==> config.mk <==
export PLATFORM = sky130hd
export DESIGN_NAME = osc_mode_sched
export DESIGN_NICKNAME = d
export VERILOG_FILES = /design/src/rtl/osc_sched_pkg.sv /design/src/rtl/osc_mult_sched.sv /design/src/rtl/osc_step_scale.sv /design/src/rtl/osc_phase_acc.sv /design/src/rtl/osc_mode_sched.sv
export SDC_FILE = /design/constraint.sdc
export NUM_CORES = 1
export LEC_CHECK = 0
export BUFFER_PORTS_ARGS = -buffer_cell sky130_fd_sc_hd__buf_4
export CELL_PAD_IN_SITES_DETAIL_PLACEMENT = 1
export CELL_PAD_IN_SITES_GLOBAL_PLACEMENT = 1
export CORE_UTILIZATION = 35
export CTS_CLUSTER_SIZE = 24
export DETAILED_ROUTE_END_ITERATION = 10
export GPL_ROUTABILITY_DRIVEN = 1
export PLACE_DENSITY_LB_ADDON = 0.12
export SLEW_MARGIN = 20
export SYNTH_ARGS = -nofsm -noshare
export SYNTH_HDL_FRONTEND = slang
export SYNTH_SLANG_ARGS = --single-unit
==> constraint.sdc <==
create_clock -name clk_i -period 7.9 [get_ports clk_i]
set_input_delay 0.395 -clock clk_i [delete_from_list [all_inputs] [get_ports clk_i]]
set_output_delay 0.395 -clock clk_i [all_outputs]
set_load 0.02 [all_outputs]
==> src/rtl/osc_sched_pkg.sv <==
package osc_sched_pkg;

    // sequencer mode codes
    localparam logic [2:0] MODE_LOCKOUT = 3'd0;
    localparam logic [2:0] MODE_PREHEAT = 3'd1;
    localparam logic [2:0] MODE_IGNITE  = 3'd2;
    localparam logic [2:0] MODE_RUN     = 3'd3;
    localparam logic [2:0] MODE_ZVS     = 3'd4;
    localparam logic [2:0] MODE_HALT    = 3'd5;

    // strike-glide timer window in millivolts
    localparam int IGN_LO_MV = 3000;
    localparam int IGN_HI_MV = 5000;

    // true for the four modes that switch the bridge
    function automatic logic mode_is_active(input logic [2:0] m);
        return (m == MODE_PREHEAT) || (m == MODE_IGNITE) ||
               (m == MODE_RUN)     || (m == MODE_ZVS);
    endfunction

    // run tuning word from timing resistance, f = 4e9 / R
    function automatic longint unsigned run_tuning_word(
        input longint unsigned r_ohm,
        input longint unsigned fclk_hz,
        input int unsigned     acc_w
    );
        return (64'd4000000000 << acc_w) / (r_ohm * fclk_hz);
    endfunction

endpackage

==> src/rtl/osc_mult_sched.sv <==
module osc_mult_sched
    import osc_sched_pkg::*;
#(
    parameter int FRAC = 12,
    parameter int MV_W = 13
) (
    input  logic [2:0]      mode_i,
    input  logic [MV_W-1:0] timer_mv_i,
    output logic [FRAC:0]   mult_o
);
    localparam int          MULT_W   = FRAC + 1;
    localparam longint      ONE      = longint'(1) << FRAC;
    localparam longint      PRE_MULT = (16 * ONE + 5) / 10;
    localparam int          IGN_SH   = 16;
    // 0.3 per volt expressed per millivolt, scaled by 2^IGN_SH
    localparam longint      IGN_K    = (3 * ONE * (longint'(1) << IGN_SH) + 5000) / 10000;
    localparam int          K_W      = $clog2(IGN_K + 1);
    localparam int          DELTA_W  = 11;
    localparam int          PROD_W   = DELTA_W + K_W;
    localparam logic [MV_W-1:0] LO_MV = MV_W'(IGN_LO_MV);
    localparam logic [MV_W-1:0] HI_MV = MV_W'(IGN_HI_MV);

    logic [MV_W-1:0]    mv_clamp;
    logic [DELTA_W-1:0] delta;
    logic [PROD_W-1:0]  ign_prod;
    logic [MULT_W-1:0]  ign_mult;

    always_comb begin
        // clamp the timer to the glide window
        if (timer_mv_i < LO_MV) begin
            mv_clamp = LO_MV;
        end else if (timer_mv_i > HI_MV) begin
            mv_clamp = HI_MV;
        end else begin
            mv_clamp = timer_mv_i;
        end
        delta    = DELTA_W'(HI_MV - mv_clamp);
        ign_prod = PROD_W'(delta) * PROD_W'(IGN_K);
        ign_mult = MULT_W'(ONE) + MULT_W'(ign_prod >> IGN_SH);

        case (mode_i)
            MODE_PREHEAT: mult_o = MULT_W'(PRE_MULT);
            MODE_IGNITE:  mult_o = ign_mult;
            default:      mult_o = MULT_W'(ONE);
        endcase

        AST_MULT_BOUND: assert (mult_o >= MULT_W'(ONE) && mult_o <= MULT_W'(PRE_MULT))
            else $error("multiplier outside 1.0..1.6");
    end

endmodule

==> src/rtl/osc_step_scale.sv <==
module osc_step_scale #(
    parameter int TW_W = 20,
    parameter int FRAC = 12
) (
    input  logic [TW_W-1:0] base_i,
    input  logic [FRAC:0]   mult_i,
    output logic [TW_W:0]   step_o
);
    localparam int PROD_W = TW_W + FRAC + 1;
    localparam int STEP_W = TW_W + 1;

    logic [PROD_W-1:0] prod;

    always_comb begin
        prod   = PROD_W'(base_i) * PROD_W'(mult_i);
        step_o = STEP_W'(prod >> FRAC);
    end

endmodule

==> src/rtl/osc_phase_acc.sv <==
module osc_phase_acc #(
    parameter int ACC_W  = 24,
    parameter int STEP_W = 21
) (
    input  logic              clk_i,
    input  logic              rst_ni,
    input  logic              active_i,
    input  logic [STEP_W-1:0] step_new_i,
    output logic              phase_o,
    output logic              edge_o
);
    typedef struct packed {
        logic [ACC_W-1:0] acc;
        logic [ACC_W-1:0] step;
        logic             run;
        logic             tgl;
    } acc_state_t;

    acc_state_t       state_d, state_q;
    logic [ACC_W:0]   sum;
    logic             wrap;
    logic [ACC_W-1:0] step_ext;

    always_comb begin
        state_d     = state_q;
        state_d.tgl = 1'b0;
        step_ext    = ACC_W'(step_new_i);
        sum         = {1'b0, state_q.acc} + {1'b0, state_q.step};
        wrap        = 1'b0;
        if (!active_i) begin
            // idle clears phase and keeps the step primed
            state_d.acc  = '0;
            state_d.run  = 1'b0;
            state_d.step = step_ext;
        end else if (!state_q.run) begin
            // first running edge only loads the step
            state_d.acc  = '0;
            state_d.run  = 1'b1;
            state_d.step = step_ext;
        end else begin
            state_d.acc = sum[ACC_W-1:0];
            wrap        = sum[ACC_W];
            if (wrap) begin
                state_d.step = step_ext;
            end
            state_d.tgl = sum[ACC_W-1] ^ state_q.acc[ACC_W-1];
        end
    end

    always_ff @(posedge clk_i or negedge rst_ni) begin
        if (!rst_ni) begin
            state_q <= '0;
        end else begin
            state_q <= state_d;
        end
    end

    assign phase_o = state_q.acc[ACC_W-1];
    assign edge_o  = state_q.tgl;

    AST_IDLE_CLEAR: assert property (@(posedge clk_i) disable iff (!rst_ni)
        !active_i |=> (!phase_o && !edge_o));

    AST_EDGE_TOGGLE: assert property (@(posedge clk_i) disable iff (!rst_ni)
        edge_o |-> (phase_o != $past(phase_o)));

    AST_STEP_HOLD: assert property (@(posedge clk_i) disable iff (!rst_ni)
        (state_q.run && active_i && !wrap) |=> $stable(state_q.step));

    AST_WRAP_LOW: assert property (@(posedge clk_i) disable iff (!rst_ni)
        (state_q.run && active_i && wrap) |=> !phase_o);

endmodule

==> src/rtl/osc_mode_sched.sv <==
module osc_mode_sched
    import osc_sched_pkg::*;
#(
    parameter int ACC_W = 24,
    parameter int TW_W  = 20,
    parameter int FRAC  = 12,
    parameter int MV_W  = 13
) (
    input  logic            clk_i,
    input  logic            rst_ni,
    input  logic [TW_W-1:0] base_word_i,
    input  logic [2:0]      mode_i,
    input  logic [MV_W-1:0] timer_mv_i,
    output logic            phase_o,
    output logic            edge_o
);
    localparam int MULT_W = FRAC + 1;
    localparam int STEP_W = TW_W + 1;

    logic [MULT_W-1:0] mult;
    logic [STEP_W-1:0] step_new;
    logic              active;

    assign active = mode_is_active(mode_i);

    osc_mult_sched #(.FRAC(FRAC), .MV_W(MV_W)) mult_i (
        .mode_i     (mode_i),
        .timer_mv_i (timer_mv_i),
        .mult_o     (mult)
    );

    osc_step_scale #(.TW_W(TW_W), .FRAC(FRAC)) scale_i (
        .base_i (base_word_i),
        .mult_i (mult),
        .step_o (step_new)
    );

    osc_phase_acc #(.ACC_W(ACC_W), .STEP_W(STEP_W)) acc_i (
        .clk_i      (clk_i),
        .rst_ni     (rst_ni),
        .active_i   (active),
        .step_new_i (step_new),
        .phase_o    (phase_o),
        .edge_o     (edge_o)
    );

    AST_RESET_QUIET: assert property (@(posedge clk_i)
        !rst_ni |-> (!phase_o && !edge_o));

endmodule

**After elaboration in Yosys (flattened, before gate mapping)**

Index checks and enable logic that the tools add are counted.

- Flip-flop bits (word level): 50
- Input bits: 38
- Output and inout port bits: 2
- Word-level logic and storage cells: 28

- Add/sub/neg operators: 3
- $mul: 2
- $lt $le $gt $ge: 2
- Eq/ne operators: 5
- Mux-type cells: 8
- Bitwise gates (word level): 1
- Reduce and logical (&&, ||, !) cells: 3

Operators with widths:

| kind | number |
|---|---|
| $mux W49 | 1 |
| $mux W48 | 1 |
| $mul A20 B13 Y33 | 1 |
| $mul A11 B17 Y28 const B | 1 |
| $pmux W13 S2 | 1 |
| $add A24 B24 Y25 | 1 |
| $mux W24 | 1 |
| $mux W11 | 2 |
| $add A13 B12 Y13 const A | 1 |
| $gt A13 B13 Y1 const B | 1 |
| $lt A13 B12 Y1 const B | 1 |
| $sub A10 B11 Y11 const A | 1 |
| $eq A3 B2 Y1 const B | 2 |
| $eq A3 B1 Y1 const B | 1 |
| $eq A3 B3 Y1 const B | 1 |
| $logic_or A1 B1 Y1 | 3 |
| $ne A3 B3 Y1 const B | 1 |
| $mux W1 | 2 |
| $xor A1 B1 Y1 | 1 |

**Logic depth before layout (Yosys ltp)**

- Word-level depth: 11
- Gate-level depth with buffers: 54
- Mapped depth without buffers: 54

**Cells and area by module**

A second synthesis with hierarchy kept.

- Cells, all modules: 1664
- Area, all modules: 14717.9 um2

Modules (own cells, without submodules):

| module | times used | cells an instance | area an instance (um2) | seq. area each (um2) |
|---|---|---|---|---|
| osc_step_scale | 1 | 976 | 8256.7 | 0.0 |
| osc_mult_sched | 1 | 407 | 3548.4 | 0.0 |
| osc_phase_acc | 1 | 279 | 2897.8 | 1176.1 |
| osc_mode_sched | 1 | 2 | 15.0 | 0.0 |

**Least setup slack after synthesis**

OpenSTA, ideal clock, no wires.

- Kind: input to register
- Start point: input port timer_mv_i[0]
- End point: register acc_i.state_q[21] in the netlist's numbering
- Library setup time: 0.125 ns
- Arrival time: 12.614 ns
- Data required time: 7.775 ns
- Setup slack: -4.839 ns
- Stages: 49
- Buffers on the path: 1
- Cells stage by stage: o31a_1 nor4_2 nor2_1 o31a_1 nor2_4 nand2_1 ha_1 nor2b_1 a21o_1 a31oi_1 o21a_1 fa_1 fa_1 fa_1 inv_1 fa_1 ha_1 ha_1 [13 not listed] fa_1 fa_1 fa_1 inv_1 fa_1 inv_1 ha_1 a21o_1 a21o_1 a21o_1 a211o_1 a211oi_1 o21ai_0 a21oi_1 o211ai_1 a21oi_1 xnor2_1 mux2_2

- Word-level cells in the longest chain between the ends: 11
- Elaborated cells on any way between the ends: 12
- Those cells by class: add/sub: 2; mul: 2; order compare: 2; mux: 6

RTL lines:

| item | line | text |
|---|---|---|
| from (decl) | osc_mode_sched.sv:13 | `input logic [MV_W-1:0] timer_mv_i,` |
| $gt A13 B13 Y1 | osc_mult_sched.sv:32 | `end else if (timer_mv_i > HI_MV) begin` |
| $mux W11 | osc_mult_sched.sv:32 |  |
| $mux W11 (*) | osc_mult_sched.sv:30 | `if (timer_mv_i < LO_MV) begin` |
| $sub A10 B11 Y11 (*) | osc_mult_sched.sv:37 | `delta = DELTA_W'(HI_MV - mv_clamp);` |
| $mul A11 B17 Y28 (*) | osc_mult_sched.sv:38 | `ign_prod = PROD_W'(delta) * PROD_W'(IGN_K);` |
| $add A13 B12 Y13 (*) | osc_mult_sched.sv:39 | `ign_mult = MULT_W'(ONE) + MULT_W'(ign_prod >> IGN_SH);` |
| $pmux W13 S2 (*) | osc_mult_sched.sv:41 | `case (mode_i)` |
| $mul A20 B13 Y33 (*) | osc_step_scale.sv:15 | `prod = PROD_W'(base_i) * PROD_W'(mult_i);` |
| $mux W24 | osc_phase_acc.sv:43 | `if (wrap) begin` |
| $mux W48 | osc_phase_acc.sv:35 | `end else if (!state_q.run) begin` |
| $mux W49 (*) | osc_phase_acc.sv:30 | `if (!active_i) begin` |
| to (signal assigned) | osc_phase_acc.sv:54 | `state_q <= state_d;` |
| to (decl) | osc_phase_acc.sv:19 | `acc_state_t state_d, state_q;` |

Mark *: on every way between the ends. The rest lies on a longest branch, timed or not. The select of a mux whose other input is x is not followed.
A chain may end at the register's enable or synchronous reset.

**Worst setup path after layout**

- Start point: input port timer_mv_i[2]
- End point: register acc_i.state_q[21] in the netlist's numbering

Same word-level chain as after synthesis.

==> flow_summary.toml <==
[sta]
finalSetupViolations = 21
fin_worst_skew_ns = 0.00621
worstMarginPinSlew_ns = 0.631
rsz0062_at_grt = "yes"
maxSlewHeadroom_pct = 57.7
period_share_pct = 150
maxSlewViolCount = 0
hold_viol = 0
fin_ws_ns = -3.95
fin_crit_ns = 11.85
fmax_mhz = 84.4

[yosys]
avgSynthCellArea_um2 = 8.83
yosysSeqAreaShare_pct = 8.51
synth_seq_cells = 47
synth_area_mm2 = 0.0138
ys_types = 69
yosysWarnings = 0
syn-num-nets = 2029
synth_cells = 1565
async_flop_share_pct = 100
ys.flop_type = "dfrtp_1"
synth_edf_count = 0

[setup_path]
cpPeakStageDelay_ns = 0.55
criticalPathCategory = "input pin to flip-flop"
crit_required_ns = 8.08
end_kind = "flip-flop"
cp_common_cell = "fa_1"
cp.arrival_ns = 12.03
cp_slowest_cell = "fa_1"
crit_fanout = 6
start_kind = "input pin"

[finish]
design_area_mm2 = 0.0176
drive_above_1_share_pct = 25.8
n_fill_cell = 4501
n_antenna_cell = 0
final_util_pct = 45.4
layout_commonest_cell = "inv_1"
layout.nets = 2285
syn_to_final_growth_pct = 27.6
final_cell_mix = "329 x inv_1, 278 x buf_4, 225 x fa_1"

[route]
drc = 0
drt_pass1_iterations = 4
final_antenna_net_count = 0
wl_um = 39600
wl_per_cell_um = 16.9
vias_per_cell = 4.80
vias = 11200
first_iter_violations = 360

[cts]
insertion_delay_ns = 0.29
clk_pin_slew_worst_paths_ns = 0.07
root_buffer = "clkbuf_16"
cts_sinks = 47
numCtsBuffers = 5
cts.hold.buffers_added = 0
clock_path_buffers = 2
cts_tree = "done"
cts_max_level = 2

[floorplanning]
initial_utilization_pct = 35.6
die-area_mm2 = 0.0403
core_area_mm2 = 0.0388
fp.dieW_um = 201
io_pins = 40
rows = 72
die_height_um = 201

[placement]
gp_congestion = 0.803
dpl_cell_area_mm2 = 0.0165
place_ws_ns = -4.63
hpwlAfterDp_um = 33400
numPortBuffers = 39

[flow_run]
drv_cap = 0

[outcome]
violations = "negative setup slack"
status = "finished, violations left"

[global_route]
grt_antenna_before_repair = 0
grt_pass1_vias = 12600
grt_util_all_layers_pct = 20.2
grt_pass1_wl_um = 65700
grt_max_degree = 92
gr-total-overflow = 0

[worst_hold_path]
hp-class = "input pin to async pin"
==> cells in the mapped netlist (all sizes together), types with 5 or more instances <==
| cell type | instances | area (um2) |
|---|---|---|
| a21o | 34 | 255 |
| inv | 345 | 1290 |
| o31ai | 5 | 37.5 |
| nor3 | 12 | 60.1 |
| o211ai | 6 | 45.0 |
| and2 | 36 | 228 |
| o22ai | 6 | 43.8 |
| xor2 | 30 | 270 |
| nand3 | 73 | 365 |
| dfrtp | 47 | 1180 |
| nor2 | 78 | 308 |
| nand2b | 8 | 50.1 |
| clkbuf | 48 | 180 |
| xnor2 | 31 | 298 |
| nand4 | 5 | 31.3 |
| buf | 8 | 52.6 |
| ha | 186 | 2330 |
| fa | 240 | 4800 |
| o21ai | 39 | 199 |
| and3 | 31 | 194 |
| nand2 | 158 | 593 |
| a211oi | 7 | 57.6 |
| nor2b | 14 | 87.6 |
| a21oi | 49 | 253 |
| o21a | 7 | 52.6 |
| o21bai | 7 | 52.6 |
==> per-layer routing <==
layer	part of all wire [%]	vias to the layer above	track usage [%]
met3	1.4	27	0.682
met4	1.2	0	2.86
met5	0	-	0
met1	48	5692	27.2
li1	-	5414	-
met2	50	97	36.6
==> repair_timing <==
action / in CTS / in global routing
endpoints found under the setup margin: 21 / 21
setup buffers: 30 / 12
cloned: 1 / 0
pin swaps: 76 / 70
gates resized for setup: 63 / 78
==> kinds of logic (layout without fill, tap and decap cells) <==
| group | after synthesis | count (layout) | share of synthesized area [%] |
|---|---|---|---|
| AND/OR/NAND/NOR | 435 | 435 | 15.0 |
| adder cells (fa/ha/maj) | 426 | 426 | 51.6 |
| buffers and inverters | 401 | 657 | 11.1 |
| AO/OA/AOI/OAI | 189 | 190 | 9.24 |
| XOR/XNOR | 61 | 61 | 4.11 |
| flip-flops | 47 | 47 | 8.51 |
| multiplexers | 6 | 6 | 0.471 |
==> path summary, 6_finish.rpt <==
kind / from / end / slack (ns) / cells past startpoint
worst min register to register: acc_i.state_q[2]$_DFFE_PN0P_ / acc_i.state_q[2]$_DFFE_PN0P_ / 0.50 / 2
worst min-delay path: rst_ni / acc_i.state_q[26]$_DFF_PN0_ / 0.11 / 1
worst max register to register: acc_i.state_q[2]$_DFFE_PN0P_ / acc_i.state_q[11]$_DFFE_PN0P_ / 4.31 / 13
worst max-delay path: timer_mv_i[2] / acc_i.state_q[21]$_DFFE_PN0P_ / -3.95 / 51
max in group asynchronous: rst_ni / acc_i.state_q[34]$_DFF_PN0_ / 7.36 / 1
min in group clk_i: acc_i.state_q[2]$_DFFE_PN0P_ / acc_i.state_q[2]$_DFFE_PN0P_ / 0.50 / 2
==> worst max-delay path, delay by kind of cell <==
kind                     cells  cell delay (ns)
AND/OR/NAND/NOR              8             1.09
adder cells (fa/ha/maj)     13             5.27
buffers and inverters        7             0.58
XOR/XNOR                     2             0.24
AO/OA/AOI/OAI               20             4.24
multiplexers                 1             0.25
==> layout make-up <==
type	count	area, um2	area share, %
Sequential cell	47	1180	6.67
Inverter	345	1290	7.35
Multi-Input combinational cell	1118	11900	67.6
Tap cell	518	648	3.68
Clock inverter	3	43.8	0.249
Timing Repair Buffer	304	2410	13.7
Clock buffer	5	125	0.710
==> through the flow <==
stage          TNS [ns]  std cells  hold WS (ns)
4_1_cts          -76.02       2328         0.152
3_5_place_dp     -90.90       2293         0.456
3_3_place_gp     -85.87       2293         0.455
6_report         -77.03       2340         0.111
2_1_floorplan    -75.94       1565        0.0994
5_1_grt          -87.30       2340         0.161
==> flip-flops by register name (all words and copies together) (netlist names) <==
signal,cells
acc_i.phase_o,1
acc_i.edge_o,1
acc_i.state_q,45
Power is not shown: default switching activity piles up to over one toggle a cycle in this logic, so the estimate is an artifact.
